==> config.mk <==
export PLATFORM = sky130hd
export DESIGN_NAME = bus_width_downsizer
export DESIGN_NICKNAME = d
export VERILOG_FILES = /design/src/rtl/bwd_pkg.sv /design/src/rtl/bwd_ctrl.sv /design/src/rtl/bwd_slv_mux.sv /design/src/rtl/bwd_rd_gather.sv /design/src/rtl/bus_width_downsizer.sv
export SDC_FILE = /design/constraint.sdc
export NUM_CORES = 1
export LEC_CHECK = 0
export BUFFER_PORTS_ARGS = -buffer_cell sky130_fd_sc_hd__buf_4
export CAP_MARGIN = 20
export CORE_MARGIN = 2
export CORE_UTILIZATION = 50
export CTS_BUF_LIST = sky130_fd_sc_hd__clkbuf_16
export CTS_CLUSTER_DIAMETER = 100
export DETAILED_ROUTE_END_ITERATION = 8
export GPL_TIMING_DRIVEN = 0
export PLACE_DENSITY = 0.8
export SYNTH_ARGS = -nofsm -noshare
export SYNTH_HDL_FRONTEND = slang
export SYNTH_HIERARCHICAL = 1
export SYNTH_SLANG_ARGS = --single-unit
==> constraint.sdc <==
create_clock -name clk -period 2.3 [get_ports clk]
set_clock_uncertainty 0.2 [all_clocks]
set_input_delay 0.23 -clock clk [delete_from_list [all_inputs] [get_ports clk]]
set_output_delay 0.23 -clock clk [all_outputs]
set_load 0.01 [all_outputs]
==> src/rtl/bwd_pkg.sv <==
package bwd_pkg;

    // Bus geometry shared by every part of the adapter
    localparam int unsigned MST_W  = 32;
    localparam int unsigned SLV_W  = 16;
    localparam int unsigned MST_BE = MST_W / 8;
    localparam int unsigned SLV_BE = SLV_W / 8;
    localparam int unsigned N_HALF = MST_W / SLV_W;

    // Sequencer states
    typedef enum logic [2:0] {
        ST_IDLE  = 3'd0,
        ST_LO    = 3'd1,
        ST_HI    = 3'd2,
        ST_RWAIT = 3'd3,
        ST_DONE  = 3'd4
    } bwd_state_e;

    // Assembled read word: upper slave word above lower slave word
    typedef struct packed {
        logic [SLV_W-1:0] hi;
        logic [SLV_W-1:0] lo;
    } bwd_word_t;

    // One accepted master access
    typedef struct packed {
        logic              rd;
        logic              posted;
        logic              need_lo;
        logic              need_hi;
        logic [MST_W-1:0]  wdata;
        logic [MST_BE-1:0] be;
    } bwd_job_t;

    // Build a job from the master command; reads always use every lane
    function automatic bwd_job_t make_job(input logic              is_rd,
                                          input logic              post_en,
                                          input logic [MST_W-1:0]  wdata,
                                          input logic [MST_BE-1:0] be);
        bwd_job_t j;
        j.rd      = is_rd;
        j.posted  = post_en && !is_rd;
        j.be      = is_rd ? {MST_BE{1'b1}} : be;
        j.need_lo = |j.be[SLV_BE-1:0];
        j.need_hi = |j.be[MST_BE-1:SLV_BE];
        j.wdata   = wdata;
        return j;
    endfunction

    // State after the last slave half has been issued
    function automatic bwd_state_e tail_step(input bwd_job_t j);
        if (j.rd)     return ST_RWAIT;
        if (j.posted) return ST_IDLE;
        return ST_DONE;
    endfunction

    // State after the lower half
    function automatic bwd_state_e after_lo(input bwd_job_t j);
        if (j.need_hi) return ST_HI;
        return tail_step(j);
    endfunction

    // First state for a freshly accepted job
    function automatic bwd_state_e first_step(input bwd_job_t j);
        if (j.need_lo) return ST_LO;
        return after_lo(j);
    endfunction

endpackage

==> src/rtl/bwd_ctrl.sv <==
// Command sequencer: accepts master commands, holds the job and walks the
// halves. Also produces the stall towards the master.
module bwd_ctrl
    import bwd_pkg::*;
#(
    parameter int ADDR_W  = 16,
    parameter bit POST_WR = 1'b1
) (
    input  logic                clk,
    input  logic                rst,
    input  logic [ADDR_W-1:0]   m_addr,
    input  logic                m_read,
    input  logic                m_write,
    input  logic [MST_W-1:0]    m_wdata,
    input  logic [MST_BE-1:0]   m_be,
    input  logic                hi_arrive,
    output logic                m_waitreq,
    output bwd_state_e          state,
    output logic                job_rd,
    output logic [MST_W-1:0]    job_wdata,
    output logic [MST_BE-1:0]   job_be,
    output logic [ADDR_W-3:0]   job_waddr
);

    bwd_job_t   job_q;
    bwd_job_t   new_job;
    bwd_state_e nxt;
    logic       cmd;
    logic       take;
    logic       accept;
    logic       unused_lsb;

    // Byte offset inside the 32-bit word plays no part in the split
    assign unused_lsb = ^m_addr[1:0];

    assign cmd     = m_read || m_write;
    assign new_job = make_job(m_read, POST_WR, m_wdata, m_be);
    assign take    = (state == ST_IDLE) && cmd;

    // Completion: a finished job, or a posted write taken on entry
    assign accept    = (state == ST_DONE) || (take && new_job.posted);
    assign m_waitreq = cmd && !accept;

    always_comb begin
        nxt = state;
        unique case (state)
            ST_IDLE:  if (cmd) nxt = first_step(new_job);
            ST_LO:    nxt = after_lo(job_q);
            ST_HI:    nxt = tail_step(job_q);
            ST_RWAIT: if (hi_arrive) nxt = ST_DONE;
            ST_DONE:  nxt = ST_IDLE;
            default:  nxt = ST_IDLE;
        endcase
    end

    always_ff @(posedge clk) begin
        if (rst) begin
            state     <= ST_IDLE;
            job_q     <= '0;
            job_waddr <= '0;
        end else begin
            state <= nxt;
            if (take) begin
                job_q     <= new_job;
                job_waddr <= m_addr[ADDR_W-1:2];
            end
        end
    end

    assign job_rd    = job_q.rd;
    assign job_wdata = job_q.wdata;
    assign job_be    = job_q.be;

endmodule

==> src/rtl/bwd_slv_mux.sv <==
// Slave side drive: decodes the strobes from the sequencer state and steers
// the selected 16-bit lane of the held job onto the slave port.
module bwd_slv_mux
    import bwd_pkg::*;
#(
    parameter int ADDR_W = 16
) (
    input  bwd_state_e          state,
    input  logic                job_rd,
    input  logic [MST_W-1:0]    job_wdata,
    input  logic [MST_BE-1:0]   job_be,
    input  logic [ADDR_W-3:0]   job_waddr,
    output logic [ADDR_W-2:0]   s_addr,
    output logic                s_read,
    output logic                s_write,
    output logic [SLV_W-1:0]    s_wdata,
    output logic [SLV_BE-1:0]   s_be
);

    logic [SLV_W-1:0]  lane_d [N_HALF];
    logic [SLV_BE-1:0] lane_b [N_HALF];
    logic              active;
    logic              upper;

    // Split the held word into slave-width lanes
    for (genvar h = 0; h < N_HALF; h++) begin : g_lane
        assign lane_d[h] = job_wdata[h*SLV_W +: SLV_W];
        assign lane_b[h] = job_be[h*SLV_BE +: SLV_BE];
    end

    assign active  = (state == ST_LO) || (state == ST_HI);
    assign upper   = (state == ST_HI);

    assign s_read  = active && job_rd;
    assign s_write = active && !job_rd;
    assign s_addr  = {job_waddr, upper};
    assign s_wdata = lane_d[upper];
    assign s_be    = lane_b[upper];

endmodule

==> src/rtl/bwd_rd_gather.sv <==
// Read return path: a tag pipeline RD_LAT deep marks the cycle in which each
// issued read's data sits on the slave bus and which half it is.
module bwd_rd_gather
    import bwd_pkg::*;
#(
    parameter int RD_LAT = 1
) (
    input  logic              clk,
    input  logic              rst,
    input  logic              s_read,
    input  logic              s_upper,
    input  logic [SLV_W-1:0]  s_rdata,
    output logic              hi_arrive,
    output logic [MST_W-1:0]  m_rdata,
    output logic              m_rvalid
);

    logic             arr_v;
    logic             arr_hi;
    logic [SLV_W-1:0] lo_q;
    bwd_word_t        word_q;

    if (RD_LAT <= 1) begin : g_lat1
        logic v_q;
        logic h_q;
        always_ff @(posedge clk) begin
            if (rst) begin
                v_q <= 1'b0;
                h_q <= 1'b0;
            end else begin
                v_q <= s_read;
                h_q <= s_upper;
            end
        end
        assign arr_v  = v_q;
        assign arr_hi = h_q;
    end else begin : g_latn
        logic [RD_LAT-1:0] v_q;
        logic [RD_LAT-1:0] h_q;
        always_ff @(posedge clk) begin
            if (rst) begin
                v_q <= '0;
                h_q <= '0;
            end else begin
                v_q <= {v_q[RD_LAT-2:0], s_read};
                h_q <= {h_q[RD_LAT-2:0], s_upper};
            end
        end
        assign arr_v  = v_q[RD_LAT-1];
        assign arr_hi = h_q[RD_LAT-1];
    end

    assign hi_arrive = arr_v && arr_hi;

    always_ff @(posedge clk) begin
        if (rst) begin
            lo_q     <= '0;
            word_q   <= '0;
            m_rvalid <= 1'b0;
        end else begin
            m_rvalid <= 1'b0;
            if (arr_v && !arr_hi) begin
                lo_q <= s_rdata;
            end
            if (hi_arrive) begin
                word_q.hi <= s_rdata;
                word_q.lo <= lo_q;
                m_rvalid  <= 1'b1;
            end
        end
    end

    assign m_rdata = word_q;

endmodule

==> src/rtl/bus_width_downsizer.sv <==
// 32-bit master to 16-bit fixed-latency slave width adapter.
module bus_width_downsizer
    import bwd_pkg::*;
#(
    parameter int ADDR_W  = 16,
    parameter int RD_LAT  = 1,
    parameter bit POST_WR = 1'b1
) (
    input  logic                 clk,
    input  logic                 rst,
    input  logic [ADDR_W-1:0]    m_addr,
    input  logic                 m_read,
    input  logic                 m_write,
    input  logic [31:0]          m_wdata,
    input  logic [3:0]           m_be,
    output logic                 m_waitreq,
    output logic [31:0]          m_rdata,
    output logic                 m_rvalid,
    output logic [ADDR_W-2:0]    s_addr,
    output logic                 s_read,
    output logic                 s_write,
    output logic [15:0]          s_wdata,
    output logic [1:0]           s_be,
    input  logic [15:0]          s_rdata
);

    bwd_state_e          state;
    logic                job_rd;
    logic [MST_W-1:0]    job_wdata;
    logic [MST_BE-1:0]   job_be;
    logic [ADDR_W-3:0]   job_waddr;
    logic                hi_arrive;

    bwd_ctrl #(
        .ADDR_W  (ADDR_W),
        .POST_WR (POST_WR)
    ) u_ctrl (
        .clk       (clk),
        .rst       (rst),
        .m_addr    (m_addr),
        .m_read    (m_read),
        .m_write   (m_write),
        .m_wdata   (m_wdata),
        .m_be      (m_be),
        .hi_arrive (hi_arrive),
        .m_waitreq (m_waitreq),
        .state     (state),
        .job_rd    (job_rd),
        .job_wdata (job_wdata),
        .job_be    (job_be),
        .job_waddr (job_waddr)
    );

    bwd_slv_mux #(
        .ADDR_W (ADDR_W)
    ) u_slv (
        .state     (state),
        .job_rd    (job_rd),
        .job_wdata (job_wdata),
        .job_be    (job_be),
        .job_waddr (job_waddr),
        .s_addr    (s_addr),
        .s_read    (s_read),
        .s_write   (s_write),
        .s_wdata   (s_wdata),
        .s_be      (s_be)
    );

    bwd_rd_gather #(
        .RD_LAT (RD_LAT)
    ) u_gather (
        .clk       (clk),
        .rst       (rst),
        .s_read    (s_read),
        .s_upper   (s_addr[0]),
        .s_rdata   (s_rdata),
        .hi_arrive (hi_arrive),
        .m_rdata   (m_rdata),
        .m_rvalid  (m_rvalid)
    );

endmodule

==> results.ini, run 1 <==
[sta]
hold_viol=0
fmax_mhz=452
final.min_clock_period_ns=2.21
worst_slew_pin_slew_ns=0.529
finalSetupViolCount=0
fin_hold_ws_ns=0.0301
slew_violations=0
rsz0062_at_grt=false
finalCritPeriodShare_pct=96.1
setup_tns_ns=0
slew-limit-headroom_pct=64.8

[final_layout]
num_antenna_cells=0
layout-drive-gt1-share_pct=35.0
area_growth_pct=42.5
nets=815
final_cell_mix=buf_4 (191), dfxtp_1 (106), dlygate4sd3_1 (65), nand2b_1 (65), a21oi_1 (57)
final_common_cell=buf_4

[synth]
synth_compound_area_share_pct=11.6
synth-edff-count=0
yosys.area_share.simple_pct=17.7
ys_top_cells_by_area=dfxtp_1 (43%), mux2i_1 (9.5%), nand2b_1 (8.1%)
synth.distinct_cells=37
synthArstFlopShare_pct=0
syn-cell-area_mm2=0.00503
synth_top_area_share_pct=42.5
synthXorXnorAreaFrac_pct=0.174
syn-num-nets=602
synth_ff_type=dfxtp_1
ys_warn_count=6
synth_area_per_cell_um2=9.50
seq_area_frac_synth_pct=42.5
ys_seq_elements=107
syn_inst=530
synth_adder_area_share_pct=0
yosys.area.top_type=dfxtp_1
synth_top_family_by_area=simple AND/OR/NAND/NOR gates
yosys-mux-area-fraction_pct=14.2

[placed_design]
portBuffers=137
post-dp-hpwl_mm=8.93
gp_congestion=0.843

[clock_tree]
cts_tree=yes
clock_latency_ns=0.34
cts.sinks=107
root_buffer=clkbuf_16
cts_max_level=3
path_clk_slew_ns=0.07
clockBufferDepth=2
numCtsBuffers=9

[floorplan]
die-area_mm2=0.0109
core_area_mm2=0.00977
rows=36
initial_utilization_pct=51.5
io_pins=141
die_w_um=104
die_y_um=104

[worst_setup_path]
setup.worst_path.start_class=register
critical_path_required_ns=1.87
crit_family=buffers and inverters
end_kind=output pin
max_stage_delay_ns=0.40
crit_buf_inv=3
critical-path-slowest-cell=dfxtp_1
crit_chain=nor3b_2, buf_6, buf_12, mux2_4, buf_4
critPathArrivalTime_ns=1.78
criticalPathCategory=reg -> out
cp_max_fo=10

[global_routing]
grt_pass1_wl_mm=21.9
grtUsageTotal_pct=24.8
overflow=0
antenna_found_initial=0
grt_pass1_vias=4620
grt_max_degree=21

[detailed_routing]
routedWlPerCell_um=15.5
ant_nets=0
viasPerCell=5.26
first_pass_iters=7
route.detailed.drc=0
wirelength_mm=13.7
drt_iter0_markers=312
vias=4633

[power]
cellPowerDensity_mw_per_mm2=703
ir_drop_mv=0.473
p_leak_nw=3.25

[hold_path]
hp-class=in -> reg

[outcome]
status=finished clean

[job]
cap_violations=0

## synthesized netlist by cell type (2+ instances only)
master    number
dfxtp_1      107
buf_1          4
a21oi_1       57
o21ai_0        6
buf_2         13
clkbuf_1      11
nor3_1         7
a211oi_1       2
nand3_1       47
mux2_2         9
mux2i_1       48
nand2_1        2
nor2b_1        5
nor2_1         5
nand2b_1      65
buf_12         2
buf_4         54
mux2_4         9
o21ai_1       46
nor3b_1        2
buf_6         11
nor4_2         3
## through the flow
| stage | power (mW) | utilization, % | instances | instance area [um^2] | setup WS, ns |
|---|---|---|---|---|---|
| after global routing | 5.26 | 73.4 | 881 | 7170 | 0.0417 |
| after global placement | 3.41 | 63.7 | 800 | 6230 | 0.433 |
| after CTS | 5.04 | 73.4 | 881 | 7170 | 0.0532 |
| after floorplan | 3.01 | - | 530 | 5030 | 0.702 |
| after detailed placement | 3.45 | 63.7 | 800 | 6230 | 0.437 |
| final | 5.05 | 73.4 | 881 | 7170 | 0.0889 |
## where the power goes
part / leakage [nW] / switching [mW] / internal, mW
clock network: 0.145 / 0.748 / 0.762
registers: 0.874 / 0.0878 / 2.00
logic: 2.23 / 0.673 / 0.772
total: 3.25 / 1.51 / 3.54
## registers in the layout, summed over array words and instances (netlist names), 2 cells and up
name and cells:
u_gather/lo_q 16, u_ctrl/job_wdata 32, u_gather/m_rdata 32, u_ctrl/job_waddr 14, u_ctrl/job_be 4, u_ctrl/state 3
u_ctrl/job_q 2
## cell families (layout without fill, tap and decap cells)
group | after synthesis | count (layout)
xor gates and xnor gates | 1 | 1
buffers and inverters | 96 | 314
DFF | 107 | 107
and+or+nand+nor | 146 | 146
AOI/OAI and AO/OA | 114 | 114
muxes | 66 | 66
## layer usage
| layer | vias up | GRT usage, % | wire length [um] |
|---|---|---|---|
| met4 | 0 | 9.75 | 333 |
| li1 | 2208 | - | - |
| met3 | 33 | 5.20 | 726 |
| met2 | 174 | 44.2 | 7090 |
| met1 | 2218 | 28.8 | 5540 |
| met5 | - | 0 | 0 |
## worst paths after layout
kind | from | endpoint | slack, ns | cells after the start
max | u_ctrl/state[1] | s_be[0] | 0.09 | 5
min | m_be[2] | u_ctrl/job_be[2] | 0.03 | 3
max reg2reg | u_ctrl/state[0] | u_ctrl/job_wdata[18] | 0.55 | 6
min reg2reg | u_gather/lo_q[0] | u_gather/m_rdata[0] | 0.28 | 2
## repair_timing
item / 4_1_cts / 5_1_grt
endpoints found under the setup margin: 0 / 5
hold buffers: 65 / 0
endpoints found under the hold margin: 74 / 0
setup buffers: 0 / 0
gates resized for setup: 0 / 1
## worst register-to-register path, stage by stage, from the launching register on
cell     delay [ns]
dfxtp_1        0.34
buf_6          0.15
or3_1          0.36
buf_6          0.15
buf_6          0.15
o21ai_1        0.18
a21oi_1        0.10
## area by class of cell
cell class | count | area [um^2]
sequential | 107 | 2140
multi-input combinational | 327 | 2200
tap | 133 | 166
timing repair buffer | 202 | 1680
buffer | 95 | 691
clock inverter | 7 | 67.6
clock buffer | 9 | 225
inverter | 1 | 3.75
fill | 667 | 2600
(Power assumes the default switching activity.)
==> run 2, diff against run 1 <==
--- a/config.mk
+++ b/config.mk
@@ -5,7 +5,7 @@
 export SDC_FILE = /design/constraint.sdc
 export NUM_CORES = 1
 export LEC_CHECK = 0
-export BUFFER_PORTS_ARGS = -buffer_cell sky130_fd_sc_hd__buf_4
+export BUFFER_PORTS_ARGS = -buffer_cell sky130_fd_sc_hd__buf_2
 export CAP_MARGIN = 20
 export CORE_MARGIN = 2
 export CORE_UTILIZATION = 50
==> run 2 against run 1 <==
Effect of this change: hold slack lost 0.018 ns; register-to-register slack is essentially flat; core utilization shrank 3.8 points; flip-flop and latch count is the same; power shrank 2.1%; via count shrank 1.9%; non-clock buffer count shrank 2; critical endpoint is now s_wdata[14]; largest power group unchanged; highest routed layer unchanged.
==> results.ini, run 2 (synthesis results as in run 1) <==
[detailed_routing]
route.detailed.drc=0
ant_nets=0
viasPerCell=5.17
wirelength_mm=13.6
first_pass_iters=5
vias=4544
routedWlPerCell_um=15.5
drt_iter0_markers=285

[power]
p_int_mw=3.52
clockPowerShare_pct=30.4
p_sw_mw=1.42
p_leak_nw=3.18
p_seq_share_pct=42.4
ir_drop_mv=0.645
p_sw_share_pct=28.7
cellPowerDensity_mw_per_mm2=726
combPwrFrac_pct=27.2

[final_layout]
multi_input_area_mm2=0.00220
n_fill_cell=783
num_antenna_cells=0
final_common_cell=buf_2
nets=813
layout-drive-gt1-share_pct=34.7
area_growth_pct=35.1
final_cell_mix=buf_2 (150), dfxtp_1 (106), nand2b_1 (65)
register_area_mm2=0.00214

[sta]
rsz0062_at_grt=false
final.min_clock_period_ns=2.22
finalCritPeriodShare_pct=96.5
slew_violations=0
setup_tns_ns=0
slew-limit-headroom_pct=66.7
finalSetupViolCount=0
fmax_mhz=450
worst_slew_pin_slew_ns=0.499
fin_hold_ws_ns=0.0123
hold_viol=0

[floorplan]
die_w_um=104
die_y_um=104
initial_utilization_pct=51.5
rows=36
io_pins=141
core_area_mm2=0.00977
die-area_mm2=0.0109

[hold_path]
hp-start=m_be[1]
hp-class=in -> reg

[global_routing]
met3_usage_pct=5.89
grt_max_degree=17
busiest_layer=met2
grtUsageTotal_pct=24.9
grt_util_met1_pct=28.1
grt_util_met2_pct=45.3
grt_pass1_wl_mm=22.0
antenna_found_initial=0
grt_pass1_vias=4684
overflow=0

[clock_tree]
cts_tree=yes
post_cts_buffers=0
path_clk_slew_ns=0.07
root_buffer=clkbuf_16
clock_latency_ns=0.34
clockBufferDepth=2
numCtsBuffers=9
cts.sinks=107
cts_max_level=3

[worst_setup_path]
crit_buf_inv=3
critPathArrivalTime_ns=1.79
cp-startpoint=u_ctrl/state[1]
end_kind=output pin
crit_family=buffers and inverters
setup.worst_path.start_class=register
cp_max_fo=10
critical_path_required_ns=1.87
critical-path-slowest-cell=dfxtp_1
criticalPathCategory=reg -> out
crit_chain=nor3b_2, buf_6, buf_12, mux2_4, buf_2
max_stage_delay_ns=0.39
rr_startpoint=u_ctrl/state[0]

[job]
cap_violations=0

[placed_design]
portBuffers=137
post-dp-hpwl_mm=8.74
gp_congestion=0.867

[outcome]
status=finished clean

## run 2: layout make-up
cell class	instances	share of cell area [%]
Buffer	95	10.2
Clock buffer	9	3.31
Clock inverter	7	0.883
Inverter	1	0.0552
Multi-Input combinational cell	327	32.3
Sequential cell	107	31.5
Tap cell	133	2.45
Timing Repair Buffer	200	19.3
## run 2: final timing paths
kind | to | slack [ns] | cells past startpoint
worst min-delay path | u_ctrl/job_be[1] | 0.01 | 3
worst min register to register | u_gather/m_rdata[9] | 0.27 | 2
worst max register to register | u_ctrl/job_wdata[5] | 0.55 | 6
worst max-delay path | s_wdata[14] | 0.08 | 5
## run 2: what timing repair did
| action | CTS | global route |
|---|---|---|
| endpoints found under the setup margin | 0 | 9 |
| hold buffers | 63 | 0 |
| resized for setup | 0 | 1 |
| endpoints found under the hold margin | 78 | 0 |
## run 2: worst reg2reg max path: cells and delay by family, from the launching register on
family | cells | cell delay [ns]
and+or+nand+nor | 1 | 0.36
buffers and inverters | 3 | 0.45
DFF | 1 | 0.34
AOI/OAI and AO/OA | 2 | 0.26
## run 2: power groups by stage
| stage | clock (mW) | sequential (mW) | combinational (mW) |
|---|---|---|---|
| final | 1.50 | 2.10 | 1.35 |
| after global routing | 1.59 | 2.11 | 1.45 |
| after CTS | 1.53 | 2.09 | 1.31 |
| after detailed placement | 0 | 2.13 | 1.23 |
| after global placement | 0 | 2.12 | 1.20 |
| after floorplan | 0 | 2.11 | 0.907 |
## run 2: per-layer routing
metal	vias to the layer above	wire length, um
li1	2210	-
met1	2157	5620
met2	150	6970
met3	27	665
met4	0	346
met5	-	0
## run 2: metrics by stage
step / cell area, um^2 / instances / power (mW) / util (%) / setup slack (ns)
finish: 6800 / 879 / 4.94 / 69.6 / 0.0800
global placement: 5890 / 800 / 3.32 / 60.2 / 0.444
floorplan: 5030 / 530 / 3.01 / - / 0.702
detailed placement: 5890 / 800 / 3.36 / 60.2 / 0.422
CTS: 6800 / 879 / 4.94 / 69.6 / 0.0386
global route: 6800 / 879 / 5.16 / 69.6 / 0.0202
==> run 3, diff against run 2 <==
==> constraint.sdc (replaced) <==
create_clock -name clk -period 2.6 [get_ports clk]
set_clock_uncertainty 0.2 [all_clocks]
set_input_delay 0.26 -clock clk [delete_from_list [all_inputs] [get_ports clk]]
set_output_delay 0.26 -clock clk [all_outputs]
set_load 0.01 [all_outputs]
==> run 3 against run 2 <==
Effect of this change: final area down 2.2%; core utilization down 1.5 points; critical path type unchanged; via count down 1.4%; die area unchanged; combinational power shrank 13%; non-clock buffer count decreased by 15; power down 12%; largest cell class unchanged; hold slack lost 0.0045 ns; largest power group unchanged.
==> results.ini, run 3 (synthesis results as in run 1) <==
[placed_design]
gp_congestion=0.867
placed_cells=800
portBuffers=137
post-dp-hpwl_mm=8.74

[sta]
worst_slew_pin_slew_ns=0.513
finalSetupViolCount=0
slew-limit-headroom_pct=65.8
finalCritPeriodShare_pct=87.9
setup_tns_ns=0
fmax_mhz=438
slew_violations=0
hold_viol=0
final.min_clock_period_ns=2.28
rsz0062_at_grt=false
fin_hold_ws_ns=0.00783

[floorplan]
die_w_um=104
rows=36
initial_utilization_pct=51.5
die-area_mm2=0.0109
core_area_mm2=0.00977
io_pins=141
die_y_um=104

[worst_setup_path]
end_kind=output pin
critPathArrivalTime_ns=1.82
r2r_end=u_ctrl/state[1]
rr_startpoint=u_gather/arr_hi
cp_max_fo=10
critical_path_required_ns=2.14
criticalPathCategory=reg -> out
rrSetupSlack_ns=0.84
reg2reg_depth=5
setup.worst_path.start_class=register

[global_routing]
grt_max_degree=17
overflow=0
grt_util_met2_pct=44.1
grtUsageTotal_pct=24.3
antenna_found_initial=0
grt_util_met1_pct=27.4
met3_usage_pct=6.02
busiest_layer=met2
grt_pass1_wl_mm=21.4
grt_pass1_vias=4642

[detailed_routing]
viasPerCell=5.19
ant_nets=0
drt_iter0_markers=265
route.detailed.drc=0
wirelength_mm=13.2
routedWlPerCell_um=15.3
first_pass_iters=5
vias=4481

[power]
cellPowerDensity_mw_per_mm2=653
p_seq_share_pct=42.6
p_sw_mw=1.25
ir_drop_mv=0.569
p_leak_nw=3.12
combPwrFrac_pct=26.9
p_sw_share_pct=28.7
clockPowerShare_pct=30.5
p_int_mw=3.10

[hold_path]
worstHoldEndpoint=u_gather/m_rdata[22]
hp-start=s_rdata[6]
hp-class=in -> reg
holdPathStages=3

[clock_tree]
clock_latency_ns=0.34
clockBufferDepth=2
numCtsBuffers=9
path_clk_slew_ns=0.07
cts.sinks=107
hold_buffers=48
cts_resized=0
root_buffer=clkbuf_16
cts_max_level=3
post_cts_buffers=0
cts_tree=yes

[final_layout]
nets=798
n_fill_cell=800
final_cell_mix=buf_2 (150), dfxtp_1 (107), nand2b_1 (65)
area_growth_pct=32.1
layout-drive-gt1-share_pct=35.3
finalNonFillerCells=864
final_common_cell=buf_2
num_antenna_cells=0

[job]
cap_violations=0

[outcome]
status=finished clean

[run 3: layout make-up]
cell class                      count  area, um^2  share of cell area [%]
Clock inverter                      7        60.1                   0.903
Clock buffer                        9         225                    3.39
Timing Repair Buffer              185        1170                    17.5
Tap cell                          133         166                    2.50
Multi-Input combinational cell    327        2200                    33.0
Inverter                            1        3.75                  0.0564
Sequential cell                   107        2140                    32.2
Buffer                             95         691                    10.4
[run 3: how the worst max path moves through the flow]
stage          slack [ns]             from  depth (start not counted)          end
2_1_floorplan        0.97  u_ctrl/state[2]                          4      s_be[0]
3_3_place_gp         0.71  u_ctrl/state[2]                          5  s_wdata[13]
3_5_place_dp         0.69  u_ctrl/state[2]                          5  s_wdata[13]
4_1_cts              0.31  u_ctrl/state[2]                          5  s_wdata[13]
5_1_grt              0.25  u_ctrl/state[2]                          5   s_wdata[7]
6_report             0.32  u_ctrl/state[2]                          5  s_wdata[13]
[run 3: stage by stage]
stage	worst slack (ns)	total power, mW	instance area [um^2]	utilization [%]
2_1_floorplan	0.972	2.67	5030	-
3_3_place_gp	0.714	2.93	5890	60.2
3_5_place_dp	0.692	2.97	5890	60.2
4_1_cts	0.309	4.35	6650	68.1
5_1_grt	0.248	4.54	6650	68.1
6_report	0.315	4.35	6650	68.1
[run 3: worst max-delay path, cell delays in order (launching register included)]
cell and delay (ns):
dfxtp_1 0.41, nor3b_2 0.24, buf_6 0.21, buf_12 0.17, mux2_4 0.31, buf_2 0.14
[run 3: metal layers]
layer / vias to the layer above / wire (um)
met4: 0 / 336
met2: 153 / 6820
li1: 2180 / -
met3: 29 / 625
met5: - / 0
met1: 2119 / 5440
[run 3: power by group through the flow]
| stage | clock (mW) | sequential, mW | combinational [mW] |
|---|---|---|---|
| 2_1_floorplan | 0 | 1.86 | 0.802 |
| 3_3_place_gp | 0 | 1.88 | 1.06 |
| 3_5_place_dp | 0 | 1.88 | 1.08 |
| 4_1_cts | 1.36 | 1.85 | 1.14 |
| 5_1_grt | 1.41 | 1.87 | 1.26 |
| 6_report | 1.33 | 1.85 | 1.17 |
